`config.mk`:
```
export PLATFORM = sky130hd
export DESIGN_NAME = cfg_chain_slave
export DESIGN_NICKNAME = d
export VERILOG_FILES = /design/src/rtl/cfg_chain_pkg.sv /design/src/rtl/cfg_frame_fsm.sv /design/src/rtl/cfg_startup_seq.sv /design/src/rtl/cfg_chain_slave.sv
export SDC_FILE = /design/constraint.sdc
export NUM_CORES = 1
export LEC_CHECK = 0
export ABC_CLOCK_PERIOD_IN_PS = 4700
export CORE_MARGIN = 4
export CORE_UTILIZATION = 45
export DETAILED_ROUTE_END_ITERATION = 10
export DONT_BUFFER_PORTS = 1
export SLEW_MARGIN = 30
export SYNTH_ARGS = -nofsm -noshare
export SYNTH_HDL_FRONTEND = slang
export SYNTH_SLANG_ARGS = --single-unit
```
`constraint.sdc`:
```
create_clock -name cclk -period 4.7 [get_ports cclk]
set_input_delay 0.47 -clock cclk [delete_from_list [all_inputs] [get_ports cclk]]
set_output_delay 0.47 -clock cclk [all_outputs]
set_load 0.02 [all_outputs]
```
`src/rtl/cfg_chain_pkg.sv`:
```
package cfg_chain_pkg;

  typedef enum logic [2:0] {
    ST_SEEK  = 3'd0,  // hunting for the header marker
    ST_LEN   = 3'd1,  // shifting in the length count
    ST_TRAIL = 3'd2,  // trailing header filler
    ST_OWN   = 3'd3,  // absorbing this device's frames
    ST_PASS  = 3'd4,  // transparent, forwarding to the next device
    ST_FAULT = 3'd5   // start bit missing, frozen
  } cfg_state_e;

  localparam logic [3:0] HDR_MARK = 4'b0010;

endpackage

```
`src/rtl/cfg_frame_fsm.sv`:
```
module cfg_frame_fsm
  import cfg_chain_pkg::*;
#(
  parameter int FRAME_BITS  = 8,
  parameter int FRAME_COUNT = 2,
  parameter int LEN_W       = 24,
  parameter int TRAIL_BITS  = 4
) (
  input  logic                  clk,
  input  logic                  rst_n,
  input  logic                  din,
  output logic                  dout,
  output logic [LEN_W-1:0]      len_value,
  output logic                  len_valid,
  output logic [FRAME_BITS-1:0] frame_data,
  output logic                  frame_valid,
  output logic                  frame_err,
  output logic                  absorbing
);

  localparam int MAX_A = (LEN_W > FRAME_BITS) ? LEN_W : FRAME_BITS;
  localparam int MAXF  = (MAX_A > TRAIL_BITS) ? MAX_A : TRAIL_BITS;
  localparam int POS_W = $clog2(MAXF + 1);
  localparam int FC_W  = $clog2(FRAME_COUNT + 1);

  cfg_state_e            state_q, state_d;
  logic [POS_W-1:0]      pos_q, pos_d;
  logic [2:0]            win_q, win_d;
  logic [LEN_W-1:0]      len_q, len_d;
  logic                  lvld_q, lvld_d;
  logic [FRAME_BITS-2:0] shf_q, shf_d;
  logic [FC_W-1:0]       fcnt_q, fcnt_d;
  logic [FRAME_BITS-1:0] fdat_q, fdat_d;
  logic                  fval_q, fval_d;
  logic                  ferr_q, ferr_d;
  logic                  dout_q, dout_d;

  // next-state logic
  always_comb begin
    state_d = state_q;
    pos_d   = pos_q;
    win_d   = win_q;
    len_d   = len_q;
    lvld_d  = lvld_q;
    shf_d   = shf_q;
    fcnt_d  = fcnt_q;
    fdat_d  = fdat_q;
    fval_d  = 1'b0;
    ferr_d  = ferr_q;
    dout_d  = 1'b1;
    unique case (state_q)
      ST_SEEK: begin
        dout_d = din;
        win_d  = {win_q[1:0], din};
        if ({win_q, din} == HDR_MARK) begin
          state_d = ST_LEN;
          pos_d   = '0;
        end
      end
      ST_LEN: begin
        dout_d = din;
        len_d  = {len_q[LEN_W-2:0], din};
        if (pos_q == POS_W'(LEN_W - 1)) begin
          state_d = ST_TRAIL;
          pos_d   = '0;
          lvld_d  = 1'b1;
        end else begin
          pos_d = pos_q + 1'b1;
        end
      end
      ST_TRAIL: begin
        if (pos_q == POS_W'(TRAIL_BITS - 1)) begin
          state_d = ST_OWN;
          pos_d   = '0;
        end else begin
          pos_d = pos_q + 1'b1;
        end
      end
      ST_OWN: begin
        if (pos_q == '0) begin
          if (!din) begin
            pos_d = POS_W'(1);
          end else if (fcnt_q != '0) begin
            state_d = ST_FAULT;
            ferr_d  = 1'b1;
          end
        end else if (pos_q == POS_W'(FRAME_BITS)) begin
          fdat_d = {shf_q, din};
          fval_d = 1'b1;
          pos_d  = '0;
          fcnt_d = fcnt_q + 1'b1;
          if (fcnt_q == FC_W'(FRAME_COUNT - 1)) state_d = ST_PASS;
        end else begin
          shf_d = {shf_q[FRAME_BITS-3:0], din};
          pos_d = pos_q + 1'b1;
        end
      end
      ST_PASS:  dout_d = din;
      ST_FAULT: dout_d = 1'b1;
      default:  state_d = ST_FAULT;
    endcase
  end

  // registers
  always_ff @(posedge clk or negedge rst_n) begin
    if (!rst_n) begin
      state_q <= ST_SEEK;
      pos_q   <= '0;
      win_q   <= '1;
      len_q   <= '0;
      lvld_q  <= 1'b0;
      shf_q   <= '0;
      fcnt_q  <= '0;
      fdat_q  <= '0;
      fval_q  <= 1'b0;
      ferr_q  <= 1'b0;
      dout_q  <= 1'b1;
    end else begin
      state_q <= state_d;
      pos_q   <= pos_d;
      win_q   <= win_d;
      len_q   <= len_d;
      lvld_q  <= lvld_d;
      shf_q   <= shf_d;
      fcnt_q  <= fcnt_d;
      fdat_q  <= fdat_d;
      fval_q  <= fval_d;
      ferr_q  <= ferr_d;
      dout_q  <= dout_d;
    end
  end

  assign dout        = dout_q;
  assign len_value   = len_q;
  assign len_valid   = lvld_q;
  assign frame_data  = fdat_q;
  assign frame_valid = fval_q;
  assign frame_err   = ferr_q;
  assign absorbing   = (state_q == ST_TRAIL) || (state_q == ST_OWN) ||
                       (state_q == ST_FAULT);

endmodule

```
`src/rtl/cfg_startup_seq.sv`:
```
module cfg_startup_seq #(
  parameter int LEN_W = 24
) (
  input  logic             clk,
  input  logic             rst_n,
  input  logic [LEN_W-1:0] len_value,
  input  logic             len_valid,
  output logic             done,
  output logic             io_release
);

  logic [LEN_W-1:0] cnt_q, cnt_d;
  logic             cnt_en;
  logic             match;
  logic             done_q, done_d;
  logic             rel_q, rel_d;

  // clock count since init, saturating so it never wraps back onto a match
  assign cnt_en = (cnt_q != '1);
  assign match  = len_valid && (cnt_q == len_value);

  always_comb begin
    cnt_d  = cnt_en ? cnt_q + 1'b1 : cnt_q;
    done_d = done_q | match;
    rel_d  = rel_q | done_q;
  end

  always_ff @(posedge clk or negedge rst_n) begin
    if (!rst_n) begin
      cnt_q  <= '0;
      done_q <= 1'b0;
      rel_q  <= 1'b0;
    end else begin
      cnt_q  <= cnt_d;
      done_q <= done_d;
      rel_q  <= rel_d;
    end
  end

  assign done       = done_q;
  assign io_release = rel_q;

endmodule

```
`src/rtl/cfg_chain_slave.sv`:
```
module cfg_chain_slave #(
  parameter int FRAME_BITS  = 8,
  parameter int FRAME_COUNT = 2,
  parameter int LEN_W       = 24,
  parameter int TRAIL_BITS  = 4
) (
  input  logic                  cclk,
  input  logic                  init_n,
  input  logic                  din,
  output logic                  dout,
  output logic [FRAME_BITS-1:0] frame_data,
  output logic                  frame_valid,
  output logic                  frame_err,
  output logic                  done,
  output logic                  io_release
);

  logic [LEN_W-1:0] len_value;
  logic             len_valid;
  logic             absorbing;

  cfg_frame_fsm #(
    .FRAME_BITS (FRAME_BITS),
    .FRAME_COUNT(FRAME_COUNT),
    .LEN_W      (LEN_W),
    .TRAIL_BITS (TRAIL_BITS)
  ) u_fsm (
    .clk        (cclk),
    .rst_n      (init_n),
    .din        (din),
    .dout       (dout),
    .len_value  (len_value),
    .len_valid  (len_valid),
    .frame_data (frame_data),
    .frame_valid(frame_valid),
    .frame_err  (frame_err),
    .absorbing  (absorbing)
  );

  cfg_startup_seq #(
    .LEN_W(LEN_W)
  ) u_seq (
    .clk       (cclk),
    .rst_n     (init_n),
    .len_value (len_value),
    .len_valid (len_valid),
    .done      (done),
    .io_release(io_release)
  );

endmodule

```
==> impl.org <==
** Critical path
- Max FO, Critical Path :: 14
- The worst setup path is launched from a flip-flop.
- For the worst setup path, the data required time is 4.95 ns.
- Endpoint class of the critical path :: flip-flop
- The startpoint identified for the worst register-to-register timing path is u_seq.cnt_q[0].
- The setup check on the worst reg-to-reg path leaves a slack of approximately 2.3 ns.
- Worst path arrival time :: approximately 2.7 ns
- Measured in cells, the most critical reg-to-reg path has a length of 5.
- Path type of the worst setup path :: reg2reg
- Launch point of the worst path :: u_seq.cnt_q[0]
- The worst register-to-register path ends at u_seq.cnt_q[1].

** Cells and area
- Antenna Diode Count :: 0
- Fill cells in the final layout number 788.
- Area growth syn-to-layout :: 7.178%
- Excluding fillers, the count of instances in the completed layout stands at between 400 and 500.
- Post-layout net count :: roughly 340
- Of the cells placed in the final design, the portion with a size suffix greater than 1 is 0.2588.

** Logic synthesis
- Of all flip-flops after synthesis, the portion carrying an async set or reset was 1.000.
- Cell types with the largest area share after synthesis :: sky130_fd_sc_hd__dfrtp_1 48%, sky130_fd_sc_hd__mux2_2 12%, sky130_fd_sc_hd__xnor2_1 7.3%
- Post-Syn Area :: 4079 µm²
- Number of synthesis warnings :: 0
- Commonest cells in the netlist :: 78 x sky130_fd_sc_hd__dfrtp_1, 44 x sky130_fd_sc_hd__mux2_2, 34 x sky130_fd_sc_hd__xnor2_1
- Top_reg_cell synth :: sky130_fd_sc_hd__dfrtp_1
- Number of flops mapped to enable cells by yosys :: 0
- After synthesis the netlist holds a flip-flop and latch count of between 80 and 90.
- Yosys instantiated no cell more often than sky130_fd_sc_hd__dfrtp_1.
- Net count after synthesis :: around 350
- Number of different library cells in the post-synthesis netlist :: 54
- Of the post-synthesis cell area, the dominant cell type holds 0.4785.
- Summed over all instances, the cell type with the most area after synthesis is sky130_fd_sc_hd__dfrtp_1.
- Post-Synthesis Cells :: 337
- Dividing the synthesized area by the synthesized cell count gives roughly 12 µm².
- For this run, the register share of the synthesized area comes to 0.5043.

** STA
- Endpoints failing setup :: 0
- Setup repair after global routing left no endpoint under its margin.
- The max-slew violation count is 0.
- Count of endpoints failing hold in the final timing report :: 0
- Worst Max-Slew Pin Slew :: 0.6357 ns
- Summed over all failing endpoints, the final setup total negative slack is 0 ns.
- The worst pin sits at a relative slew slack of 0.5746.
- Largest clock skew in the final design :: 0.01604 ns
- Based on the critical path, the design can be clocked at up to 0.4138 GHz.
- Fin crit period :: ~2.4 ns
- In the finished design, the share of the clock period the worst path needs comes to 0.5142.

** Clocking
- Number of clock buffers inserted by TritonCTS :: 9
- In this run the deepest clock path goes through 2 buffers.
- Root buf cell :: sky130_fd_sc_hd__clkbuf_8
- Clock-pin slew was measured on the worst setup and hold paths at around 0.090 ns.
- Number of clock sinks seen by CTS :: between 80 and 90
- Post-CTS timing repair inserted 0 buffers for setup.
- CTS built an H-tree with a depth of 3.
- At the later pin of the worst-skew pair, clock insertion delay measures 0.36 ns.
- TritonCTS built the clock tree.

** Floorplan
- Placeable core region :: between 8000 and 9000 µm²
- Die width :: 103.2 µm
- The floorplan has 34 rows.
- 16 I/O pins were placed.
- Die footprint :: roughly 11000 µm²
- For this configuration, the core starts out at a cell density of 0.4654.
- Vertical extent of the die :: slightly above 100 µm

** Global route
- After global routing the overflow that remains totals 0.
- Via count of the first global-routing pass :: 2429
- In the global route stage, overall resource usage came out at 0.1572.
- The first global-routing pass estimated roughly 13000 µm of wire.
- Entering global routing, the biggest net connects 83 pins.
- Initial antenna violation count :: 0

** Placement
- Input and output buffers added on the ports amount to 0.
- Routability-driven placement finished with a final weighted congestion of 0.8864.
- In this run, placement finished with an instance count of between 400 and 500.
- HPWL after detailed placement :: 5115 µm

** Run
- Max-Cap Viols :: 0

** Detailed routing
- Dividing the detail-routed via count by the number of cells gives ~5.7.
- After detailed routing, the met3 layer carries 350 µm of wire.
- ANT nets after route :: 0
- Highest metal layer with signal wires :: met4
- Number of search-and-repair iterations in the first detailed-routing pass :: 4
- The routed design has 7560 µm of wire.
- For this block, the via count after detailed routing is about 2500.
- After the first detailed-routing iteration, the DRC count stood at 98.
- After detailed routing, the number of remaining DRC violations is 0.
- Met2 layer wire length in the routed design :: 3432 µm
- Dividing the detail-routed wire length by the instance count gives about 17 µm.
- After detailed routing, the wire length on met1 is approximately 3700 µm.

** Pwr
- Leakage :: 0.001907 µW
- Maximum vdd ir drop :: approximately 0.2 mV
- Dividing total power by cell area gives a power density of ~500 nW/µm².

** Min path
- Worst min path class :: in2async

** Status
- The run finished with clean final reports.
[layer usage]
| layer | GRT usage | up-vias |
|---|---|---|
| li1 | - | 1212 |
| met1 | 0.2263 | 1266 |
| met2 | 0.2279 | 47 |
| met3 | 0.03957 | 9 |
| met4 | 0.06175 | 0 |
| met5 | 0 | - |
[stage by stage]
stage | hold slack, ns | setup slack [ns] | instance area (µm²) | utilization | power [µW]
4_1_cts | 0.01650 | 2.336 | 4372 | 0.4989 | 2191
5_1_grt | 0.03462 | 2.175 | 4372 | 0.4989 | 2308
2_1_floorplan | 0.1744 | 2.937 | 4079 | - | 1518
6_report | 0.01785 | 2.283 | 4372 | 0.4989 | 2164
3_3_place_gp | 0.1766 | 2.442 | 4146 | 0.4732 | 1651
3_5_place_dp | 0.1766 | 2.328 | 4146 | 0.4732 | 1657
[power breakdown]
| group | switching, µW | internal, µW |
|---|---|---|
| clock network | 269 | 238 |
| registers | 191 | 858 |
| logic | 290 | 319 |
| total | 750 | 1410 |
[how the worst max path moves through the flow]
stage | end | slack, ns | cells after the start
after floorplan | u_seq.cnt_q[1] | 2.94 | 5
after global placement | u_seq.cnt_q[1] | 2.44 | 5
after detailed placement | u_seq.cnt_q[1] | 2.33 | 5
after CTS | u_seq.cnt_q[1] | 2.34 | 5
after global routing | u_seq.cnt_q[1] | 2.17 | 5
final | u_seq.cnt_q[1] | 2.28 | 5
[layout by cell type (no fill, tap or decap), types with 2 or more instances in the layout]
cell and count:
sky130_fd_sc_hd__dfrtp_1 78, sky130_fd_sc_hd__mux2_2 44, sky130_fd_sc_hd__xnor2_1 34, sky130_fd_sc_hd__inv_1 15, sky130_fd_sc_hd__xor2_1 14, sky130_fd_sc_hd__clkbuf_8 12
sky130_fd_sc_hd__nand2_1 11, sky130_fd_sc_hd__nor2_1 11, sky130_fd_sc_hd__o21ai_2 9, sky130_fd_sc_hd__nand4_1 8, sky130_fd_sc_hd__nor3_1 8, sky130_fd_sc_hd__nand3_1 7
sky130_fd_sc_hd__nand2b_1 6, sky130_fd_sc_hd__and3_1 5, sky130_fd_sc_hd__nor4_1 5, sky130_fd_sc_hd__o211ai_1 5, sky130_fd_sc_hd__ha_1 5, sky130_fd_sc_hd__o21ai_0 4
sky130_fd_sc_hd__o2111ai_1 4, sky130_fd_sc_hd__dfstp_2 4, sky130_fd_sc_hd__a21oi_1 3, sky130_fd_sc_hd__o2bb2ai_1 3, sky130_fd_sc_hd__a211oi_1 3, sky130_fd_sc_hd__a41o_1 2
sky130_fd_sc_hd__nor4b_4 2, sky130_fd_sc_hd__a31oi_1 2, sky130_fd_sc_hd__nor4b_1 2, sky130_fd_sc_hd__and4_1 2, sky130_fd_sc_hd__o32ai_1 2, sky130_fd_sc_hd__clkinvlp_4 2
sky130_fd_sc_hd__buf_4 2
[flip-flops by register name, indices dropped and copies added (netlist names)]
register and count:
u_fsm.frame_data 8, u_fsm.dout 1, u_fsm.pos_q 5, u_seq.done 1, u_fsm.frame_valid 1, u_fsm.state_q 3, u_fsm.win_q 3, u_fsm.frame_err 1
u_seq.io_release 1, u_fsm.fcnt_q 2, u_seq.cnt_q 24, u_fsm.shf_q 7, u_fsm.len_valid 1, u_fsm.len_value 24
[what timing repair did]
item,in CTS,in global routing
hold buffers,1,0
resized for setup,0,0
endpoints found under the hold margin,82,0
[area by class of cell]
cell class              instances  area (µm²)  share of cell area
clock inverters                 4       32.53            0.007441
flip-flops and latches         82        2057              0.4705
well taps                     108       135.1             0.03091
repair buffers                  3       42.54            0.009731
multi-input cells             224        1883              0.4307
inverters                      15       56.30             0.01288
clock buffers                  12       165.2             0.03778
[cells by family after synthesis]
family,Yosys count,synth area share
flops,82,0.5043
buf+inv,31,0.03405
xor+xnor,48,0.1031
mux,45,0.1239
compound gates,47,0.09326
fa+ha+maj,5,0.01534
simple gates,79,0.1261
[critical path, stage by stage, from the launching register on]
cell	delay, ns
sky130_fd_sc_hd__dfrtp_1	0.45
sky130_fd_sc_hd__ha_1	0.23
sky130_fd_sc_hd__nand4_1	0.40
sky130_fd_sc_hd__or3_4	0.65
sky130_fd_sc_hd__nor2_1	0.22
sky130_fd_sc_hd__mux2_2	0.36
Note: power is estimated with default switching activity, not from simulation.
